`config.mk`:
```
export PLATFORM = sky130hd
export DESIGN_NAME = bitfield_vshift_unit
export DESIGN_NICKNAME = d
export VERILOG_FILES = /design/src/rtl/bvs_pkg.sv /design/src/rtl/bvs_extract.sv /design/src/rtl/bvs_align.sv /design/src/rtl/bvs_half_shift.sv /design/src/rtl/bvs_vshift.sv /design/src/rtl/bitfield_vshift_unit.sv
export SDC_FILE = /design/constraint.sdc
export NUM_CORES = 1
export LEC_CHECK = 0
export BUFFER_PORTS_ARGS = -buffer_cell sky130_fd_sc_hd__buf_4
export CAP_MARGIN = 20
export CORE_AREA = 2 2 221 223
export CTS_CLUSTER_SIZE = 10
export DETAILED_ROUTE_END_ITERATION = 12
export DIE_AREA = 0 0 223 225
export GPL_ROUTABILITY_DRIVEN = 0
export PLACE_DENSITY = 0.46
export SLEW_MARGIN = 5
export SYNTH_ARGS = -nofsm -noshare
export SYNTH_HDL_FRONTEND = slang
export SYNTH_HIERARCHICAL = 1
export SYNTH_SLANG_ARGS = --single-unit
```
`constraint.sdc`:
```
create_clock -name clk -period 5.78 [get_ports clk]
set_clock_uncertainty 0.2 [all_clocks]
set_input_delay 0.867 -clock clk [delete_from_list [all_inputs] [get_ports clk]]
set_output_delay 0.867 -clock clk [all_outputs]
set_load 0.005 [all_outputs]
```
`src/rtl/bvs_pkg.sv`:
```
package bvs_pkg;

    typedef enum logic [2:0] {
        OP_EXT_ZX    = 3'd0,
        OP_EXT_SX    = 3'd1,
        OP_ALN1      = 3'd2,
        OP_ALN2      = 3'd3,
        OP_ALN3      = 3'd4,
        OP_VSH_ARITH = 3'd5,
        OP_VSH_LOGIC = 3'd6,
        OP_VSH_SAT   = 3'd7
    } bvs_op_e;

    typedef enum logic [1:0] {
        HS_ARITH = 2'd0,
        HS_LOGIC = 2'd1,
        HS_SAT   = 2'd2
    } half_mode_e;

endpackage

```
`src/rtl/bvs_extract.sv`:
```
module bvs_extract #(
    parameter int DATA_W = 32,
    parameter int LEN_W  = $clog2(DATA_W)
) (
    input  logic [DATA_W-1:0] src,
    input  logic [LEN_W-1:0]  len,
    input  logic [LEN_W-1:0]  pos,
    input  logic              sign_fill,
    output logic [DATA_W-1:0] field
);

    logic [DATA_W-1:0] shifted;
    logic [DATA_W-1:0] keep_mask;
    logic [DATA_W-1:0] masked;
    logic [LEN_W-1:0]  top_idx;
    logic              top_bit;

    always_comb begin
        shifted   = src >> pos;
        keep_mask = ~({DATA_W{1'b1}} << len);
        masked    = shifted & keep_mask;
        top_idx   = len - 1'b1;
        top_bit   = (len != '0) && shifted[top_idx];
        field     = (sign_fill && top_bit) ? (masked | ~keep_mask) : masked;
    end

endmodule

```
`src/rtl/bvs_align.sv`:
```
module bvs_align #(
    parameter int DATA_W = 32
) (
    input  logic [DATA_W-1:0] lo_word,
    input  logic [DATA_W-1:0] hi_word,
    input  logic [1:0]        byte_sel,
    output logic [DATA_W-1:0] window
);

    localparam int BYTE_W = 8;
    localparam int SH_W   = $clog2(DATA_W) + 1;

    logic [2*DATA_W-1:0] joined;
    logic [SH_W-1:0]     bit_off;

    always_comb begin
        bit_off = SH_W'(byte_sel) * SH_W'(BYTE_W);
        joined  = {hi_word, lo_word} >> bit_off;
        window  = joined[DATA_W-1:0];
    end

endmodule

```
`src/rtl/bvs_half_shift.sv`:
```
module bvs_half_shift
    import bvs_pkg::*;
#(
    parameter int HALF_W = 16,
    parameter int CNT_W  = 5
) (
    input  logic [HALF_W-1:0] val,
    input  logic [CNT_W-1:0]  cnt,
    input  half_mode_e        mode,
    output logic [HALF_W-1:0] res,
    output logic              clamped
);

    localparam int WIDE_W = 2 * HALF_W;

    logic [WIDE_W-1:0]  wide;
    logic [HALF_W:0]    top_part;
    logic               fits;
    logic [CNT_W:0]     cnt_ext;
    logic [CNT_W:0]     rmag;
    logic [HALF_W-1:0]  sat_val;

    always_comb begin
        cnt_ext  = {cnt[CNT_W-1], cnt};
        rmag     = -cnt_ext;
        wide     = {{HALF_W{val[HALF_W-1]}}, val} << cnt[CNT_W-2:0];
        top_part = wide[WIDE_W-1:HALF_W-1];
        fits     = (&top_part) | ~(|top_part);
        sat_val  = val[HALF_W-1] ? {1'b1, {(HALF_W-1){1'b0}}}
                                 : {1'b0, {(HALF_W-1){1'b1}}};
        clamped  = 1'b0;
        if (cnt[CNT_W-1]) begin
            if (mode == HS_LOGIC) res = val >> rmag;
            else                  res = HALF_W'($signed(val) >>> rmag);
        end else if (mode == HS_SAT && !fits) begin
            res     = sat_val;
            clamped = 1'b1;
        end else begin
            res = wide[HALF_W-1:0];
        end
    end

endmodule

```
`src/rtl/bvs_vshift.sv`:
```
module bvs_vshift
    import bvs_pkg::*;
#(
    parameter int DATA_W = 32,
    parameter int CNT_W  = 5
) (
    input  logic [DATA_W-1:0] src,
    input  logic [CNT_W-1:0]  cnt,
    input  half_mode_e        mode,
    output logic [DATA_W-1:0] res,
    output logic              any_clamp
);

    localparam int HALF_W = DATA_W / 2;
    localparam int LANES  = DATA_W / HALF_W;

    logic [LANES-1:0] lane_clamp;

    for (genvar g = 0; g < LANES; g++) begin : g_lane
        bvs_half_shift #(
            .HALF_W (HALF_W),
            .CNT_W  (CNT_W)
        ) u_half (
            .val     (src[g*HALF_W +: HALF_W]),
            .cnt     (cnt),
            .mode    (mode),
            .res     (res[g*HALF_W +: HALF_W]),
            .clamped (lane_clamp[g])
        );
    end

    assign any_clamp = |lane_clamp;

endmodule

```
`src/rtl/bitfield_vshift_unit.sv`:
```
module bitfield_vshift_unit
    import bvs_pkg::*;
#(
    parameter int DATA_W  = 32,
    parameter int CTRL_W  = 16,
    parameter int CNT_W   = 5,
    parameter int POS_LSB = 8
) (
    input  logic              clk,
    input  logic              rst_n,
    input  logic              op_valid,
    input  logic [2:0]        opcode,
    input  logic [DATA_W-1:0] src_a,
    input  logic [DATA_W-1:0] src_b,
    input  logic [CTRL_W-1:0] ctrl,
    output logic              res_valid,
    output logic [DATA_W-1:0] result,
    output logic              flag_zero,
    output logic              flag_neg,
    output logic              flag_ovf
);

    localparam int LEN_W = $clog2(DATA_W);

    typedef struct packed {
        logic              vld;
        logic [DATA_W-1:0] res;
        logic              z;
        logic              n;
        logic              v;
    } unit_st_t;

    unit_st_t st_d, st_q;

    logic [DATA_W-1:0] ext_res, aln_res, vsh_res;
    logic              vsh_clamp;
    logic [1:0]        aln_sel;
    half_mode_e        vsh_mode;
    bvs_op_e           op;
    logic              unused_ctrl_bits;

    assign op               = bvs_op_e'(opcode);
    assign unused_ctrl_bits = ^{ctrl[CTRL_W-1:POS_LSB+LEN_W], ctrl[POS_LSB-1:LEN_W]};

    always_comb begin
        case (op)
            OP_ALN1: aln_sel = 2'd1;
            OP_ALN2: aln_sel = 2'd2;
            OP_ALN3: aln_sel = 2'd3;
            default: aln_sel = 2'd0;
        endcase
        case (op)
            OP_VSH_LOGIC: vsh_mode = HS_LOGIC;
            OP_VSH_SAT:   vsh_mode = HS_SAT;
            default:      vsh_mode = HS_ARITH;
        endcase
    end

    bvs_extract #(
        .DATA_W (DATA_W),
        .LEN_W  (LEN_W)
    ) u_extract (
        .src       (src_a),
        .len       (ctrl[LEN_W-1:0]),
        .pos       (ctrl[POS_LSB +: LEN_W]),
        .sign_fill (op == OP_EXT_SX),
        .field     (ext_res)
    );

    bvs_align #(
        .DATA_W (DATA_W)
    ) u_align (
        .lo_word  (src_a),
        .hi_word  (src_b),
        .byte_sel (aln_sel),
        .window   (aln_res)
    );

    bvs_vshift #(
        .DATA_W (DATA_W),
        .CNT_W  (CNT_W)
    ) u_vshift (
        .src       (src_a),
        .cnt       (ctrl[CNT_W-1:0]),
        .mode      (vsh_mode),
        .res       (vsh_res),
        .any_clamp (vsh_clamp)
    );

    always_comb begin
        st_d     = st_q;
        st_d.vld = op_valid;
        if (op_valid) begin
            case (op)
                OP_EXT_ZX, OP_EXT_SX:           st_d.res = ext_res;
                OP_ALN1, OP_ALN2, OP_ALN3:      st_d.res = aln_res;
                default:                        st_d.res = vsh_res;
            endcase
            st_d.z = (st_d.res == '0);
            st_d.n = st_d.res[DATA_W-1];
            st_d.v = (op == OP_VSH_SAT) && vsh_clamp;
        end
    end

    always_ff @(posedge clk) begin
        if (!rst_n) st_q <= '0;
        else        st_q <= st_d;
    end

    assign res_valid = st_q.vld;
    assign result    = st_q.res;
    assign flag_zero = st_q.z;
    assign flag_neg  = st_q.n;
    assign flag_ovf  = st_q.v;

endmodule

```
Yosys cells after proc, flatten, opt, wreduce, memory -nomap -nowiden
Index checks and enable logic that the tools add are counted.

Bits in registers: 36. Input port bits: 86.

$add $sub $neg: 2. $lt $le $gt $ge: 1. Equality and inequality tests: 8. Shift-type cells: 9. Mux-type cells: 19. Bitwise logic cells: 8. Reduce and logical (&&, ||, !) cells: 17.

Operator list (count): 16-bit two-way mux (8); 32-bit two-way mux (2); 32-bit inverter (2); 32-bit case mux with 2 select lines (1); 32-bit by 4-bit << shifter with 32-bit output (2); 64-bit by 5-bit right shift with 32-bit output (1); 17-bit AND reduction (2); 17-bit OR reduction (2); 32-bit bitwise AND (1); 32-bit zero test (1); 32-bit bitwise OR (1); 32-bit by 5-bit << shifter with 32-bit output (first input constant) (1); 16-bit by 6-bit right shift with 16-bit output (2); 32-bit by 5-bit right shift with 32-bit output (1); 16-bit by 6-bit >>> shifter with 16-bit output (2); 3-bit equality test (second input constant) (3); 3-bit by 2-bit equality test with 1-bit output (second input constant) (2); 5-bit by 6-bit < comparator with 1-bit output (second input constant) (1); 6-bit negation (1); 2-bit case mux with 3 select lines (1); 1-bit binary-select mux with 5-bit select (1); 1-bit logical AND (5); 1-bit two-way mux (5); 5-bit nonzero test (1); 11 further kinds (15).

Longest topological paths before layout
Depth in word-level cells: 11. Mapped depth: 19. Gate-level depth less buffers: 16.

By module
Netlist, hierarchy kept.

Modules (own cells, without submodules): bvs_half_shift (times used 2, cells an instance 357, area each 2762.6 um^2, sequential area each 0.0 um^2); bvs_extract (times used 1, cells an instance 407, area each 3128.0 um^2, sequential area each 0.0 um^2); bitfield_vshift_unit (times used 1, cells an instance 315, area each 2377.3 um^2, sequential area each 700.7 um^2); bvs_align (times used 1, cells an instance 40, area each 824.5 um^2, sequential area each 0.0 um^2); bvs_vshift (times used 1, cells an instance 1, area each 6.3 um^2, sequential area each 0.0 um^2).

Least setup slack after synthesis
OpenSTA, ideal clock, no wires.

Kind: input port to flip-flop. Start: in ctrl[0]. End: reg st_q (netlist bit flag_zero). Arrival time: 4115 ps. Data required time: 5511 ps. Path slack: 1396 ps. Stages: 17. Cell sequence: clkbuf_1 > inv_1 > ha_1 > ha_1 > buf_1 > inv_1 > a21oi_1 > o31ai_1 > or3_1 > a41o_1 > a32o_1 > mux2_2 > o221ai_1 > nand2_1 > nor4_1 > nand4_1 > o21ai_1.

Elaborated cells on any way between the ends: 40.

RTL lines: start, declared (line bitfield_vshift_unit.sv:15) `input logic [CTRL_W-1:0] ctrl,`; 5-bit by 1-bit subtractor with 5-bit output (line bvs_extract.sv:22) `top_idx = len - 1'b1;`; 1-bit binary-select mux with 5-bit select (line bvs_extract.sv:23) `top_bit = (len != '0) && shifted[top_idx];`; 1-bit two-way mux (not written as such) (line bvs_extract.sv:23); 1-bit logical AND (line bvs_extract.sv:23); 1-bit logical AND (line bvs_extract.sv:24) `field = (sign_fill && top_bit) ? (masked | ~keep_mask) : masked;`; 32-bit two-way mux * (line bvs_extract.sv:24); named net ext_res[3] (line bitfield_vshift_unit.sv:35) `logic [DATA_W-1:0] ext_res, aln_res, vsh_res;`; 32-bit case mux with 2 select lines * (line bitfield_vshift_unit.sv:94) `case (op)`; 32-bit two-way mux * (line bitfield_vshift_unit.sv:93) `if (op_valid) begin`; 32-bit zero test * (line bitfield_vshift_unit.sv:99) `st_d.z = (st_d.res == '0);`; end signal, assigned (line bitfield_vshift_unit.sv:107) `else st_q <= st_d;`; end, declared (line bitfield_vshift_unit.sv:33) `unit_st_t st_d, st_q;`.

The timed path passes the listed nets; every way through them passes the cells marked *. The select of a mux whose other input is x is not followed. A chain may end at the register's enable or synchronous reset.

Worst setup path after layout
Start: in ctrl[8]. End: reg st_q (netlist bit flag_zero).

Word-level cells in the longest chain between the ends: 9. Elaborated cells on any way between the ends: 11.

Ends and longest elaborated chain: 32-bit by 5-bit right shift with 32-bit output * (line bvs_extract.sv:19) `shifted = src >> pos;`; 1-bit binary-select mux with 5-bit select (line bvs_extract.sv:23); 1-bit two-way mux (not written as such) (line bvs_extract.sv:23); 1-bit logical AND (line bvs_extract.sv:23); 1-bit logical AND (line bvs_extract.sv:24); 32-bit two-way mux * (line bvs_extract.sv:24); named net ext_res[3] (line bitfield_vshift_unit.sv:35); 32-bit case mux with 2 select lines * (line bitfield_vshift_unit.sv:94); 32-bit two-way mux * (line bitfield_vshift_unit.sv:93); 32-bit zero test * (line bitfield_vshift_unit.sv:99).

Marks and branches as above.

==> results.toml <==
[power]
power_density_nw_per_um2 = 143
power_frac_clock = 0.150
switching_share = 0.485
combPwrFrac = 0.706
leakage_nw = 4.72
power_frac_seq = 0.144
net-switching-power_mw = 0.912
internal_power_mw = 0.971
ir_drop_mv = 0.119

[clock_network]
post-cts-setup-buffers = 0
post_cts_resized = 0
cts-buffers-inserted = 5
clock_path_buffers = 2
hold_buffers = 0
clk_pin_slew_ns = 0.06
cts_tree = "yes"
htree_levels = 2
cts_sinks = 35
clockRootBuffer = "clkbuf_16"
clk_latency_ns = 0.27

[floorplan]
die_width_um = 223
design.die.area_um2 = 50200
die_h_um = 225
num_io_pins = 122
placement_rows = 80
initial_core_util = 0.249
core_area_um2 = 47500

[critical_path]
end_kind = "register"
critPathKind = "in2reg"
rrSetupSlack_ns = 4.82
reg2reg_from = "result[6]"
reg2reg_depth = 2
crit_required_ns = 5.78
crit_fanout = 31
critPathArrivalTime_ns = 5.10
r2r-end = "result[6]"
start_kind = "input port"

[synth]
yosysTopAreaCell = "mux4_2"
netlist_area_um2 = 11900
synthCells = 1477
syn_nets = 1569
synth_edf_count = 0
ys.flop_type = "dfxtp_1"
synth.avg_cell_area_um2 = 8.03
synth.area.top_cells = "mux4_2 (18%), mux2i_1 (10%), dfxtp_1 (5.9%)"
synth_commonest_cells = "nor2_1 (152), nand2_1 (122), mux2i_1 (119)"
synth.distinct_cells = 95
yosysWarnings = 6
yosysSeqAreaShare = 0.0591
async_flop_share = 0
synth_seq_cells = 35
post-synth-top-count-cell = "nor2_1"
synth_top_cell_area_share = 0.184

[final_layout]
antenna_cells = 0
drive_gt1_frac = 0.248
fillers = 5137
multi_input_area_um2 = 10100
final_util = 0.276
final_nets = 1583
syn2layout_area_growth_pct = 10.7
regArea_um2 = 701

[job]
cap_violations = 0

[detailed_routing]
drt-pass1-iter-count = 8
dr.first_iter.drc_count = 1442
drcViolationCount = 0
vias = 13128
ant_nets = 0
drt_wl_total_um = 53300
wl_per_cell_um = 25.3
drt-vias-per-instance = 6.23

[timing]
hold_viol_final = 0
drv_slew = 0
max_slew.worst_pin.slew_ns = 1.04
rsz0062_at_grt = "no"
fin_crit_ns = 5.10
fmax_mhz = 196
setup_viol = 0
timing.final.crit_share = 0.882
tns_ns = 0
slew_headroom = 0.300

[worst_hold_path]
hp-class = "reg2reg"
min_from = "result[15]"
hold_path_end = "result[15]"
hold_depth = 2

[grt]
grt_pass1_vias = 12142
grt_overflow_total = 0
grtUsageTotal = 0.204
grt_max_degree = 58
antenna_found_initial = 0
grt_first_pass_wirelength_um = 79600

[placed_design]
port-buffer-count = 107
place_hpwl_um = 40100

[outcome]
status = "finished, final reports clean"
layout by cell type, fill, tap and decap left out, types with 33 or more instances in the layout:
cell	synthesis	routed
o21ai_0	71	70
nor2_1	152	150
mux4_2	97	97
buf_4	8	163
nand2_1	122	122
or3_1	48	48
mux2i_1	119	119
nand3_1	38	38
o211ai_1	49	49
mux2_2	33	33
nor3_1	43	43
dfxtp_1	35	35
a21oi_1	54	54
o22ai_1	34	34
registers in the layout, indices dropped and copies added (netlist names):
name       count
flag_zero      1
flag_ovf       1
res_valid      1
result        32
power groups by stage:
| stage | logic, mW | registers, mW | clock network (mW) |
|---|---|---|---|
| final | 1.33 | 0.271 | 0.282 |
| after global placement | 1.29 | 0.276 | 0 |
| after detailed placement | 1.29 | 0.277 | 0 |
| after CTS | 1.29 | 0.271 | 0.289 |
| after floorplan | 0.880 | 0.277 | 0 |
| after global routing | 1.41 | 0.274 | 0.300 |
cell families after synthesis:
kind of cell             after synthesis  share of synthesized area
multiplexers                         276                      0.344
XOR/XNOR                              10                    0.00738
AND/OR/NAND/NOR                      522                      0.218
flip-flops                            35                     0.0591
adder cells (fa/ha/maj)                6                    0.00633
buffers and inverters                191                     0.0911
AO/OA/AOI/OAI                        437                      0.274
per-stage QoR:
step	setup WS, ns	area [um^2]	std cells	total power [mW]	hold WS [ns]
after floorplan	1.40	11900	1477	1.16	0.258
after global routing	0.459	13100	2107	1.99	0.281
after detailed placement	0.487	12900	2098	1.57	0.260
after CTS	0.748	13100	2106	1.85	0.269
after global placement	0.527	12900	2098	1.57	0.257
final	0.683	13100	2107	1.88	0.264
metal layers:
layer,wire length (um),vias up,share of wire,track usage
li1,-,5807,-,-
met1,24300,6441,0.46,0.298
met2,22600,790,0.42,0.307
met3,5200,90,0.098,0.0438
met4,1230,0,0.023,0.0418
met5,0,-,0,0
worst max-delay path by stage:
stage | startpoint | end | slack, ns | cells past startpoint
floorplan | ctrl[0] | flag_zero | 1.40 | 17
global placement | ctrl[11] | flag_zero | 0.53 | 16
detailed placement | ctrl[8] | flag_zero | 0.49 | 17
CTS | ctrl[8] | flag_zero | 0.75 | 17
global route | ctrl[11] | flag_zero | 0.46 | 16
finish | ctrl[8] | flag_zero | 0.68 | 17
final cells by class:
| class | count | share of cell area |
|---|---|---|
| tap | 615 | 0.0586 |
| multi-input combinational | 1251 | 0.770 |
| inverter | 33 | 0.00944 |
| timing repair buffer | 165 | 0.0968 |
| clock buffer | 7 | 0.0116 |
| sequential | 35 | 0.0534 |
| clock inverter | 1 | 0.000572 |
critical path, cell delays in order:
cell      delay [ns]
buf_4           0.32
buf_12          0.27
mux2i_1         0.30
mux4_2          0.30
o32ai_1         0.09
a31oi_1         0.44
mux2i_1         0.20
a211oi_2        0.32
nor2_1          0.08
a311o_1         0.32
a32o_1          0.29
mux2_2          0.28
o221ai_1        0.25
nand2_1         0.10
nor4_1          0.34
nand4_1         0.14
o21ai_1         0.15
No activity file was read; power rests on OpenSTA's default activity.
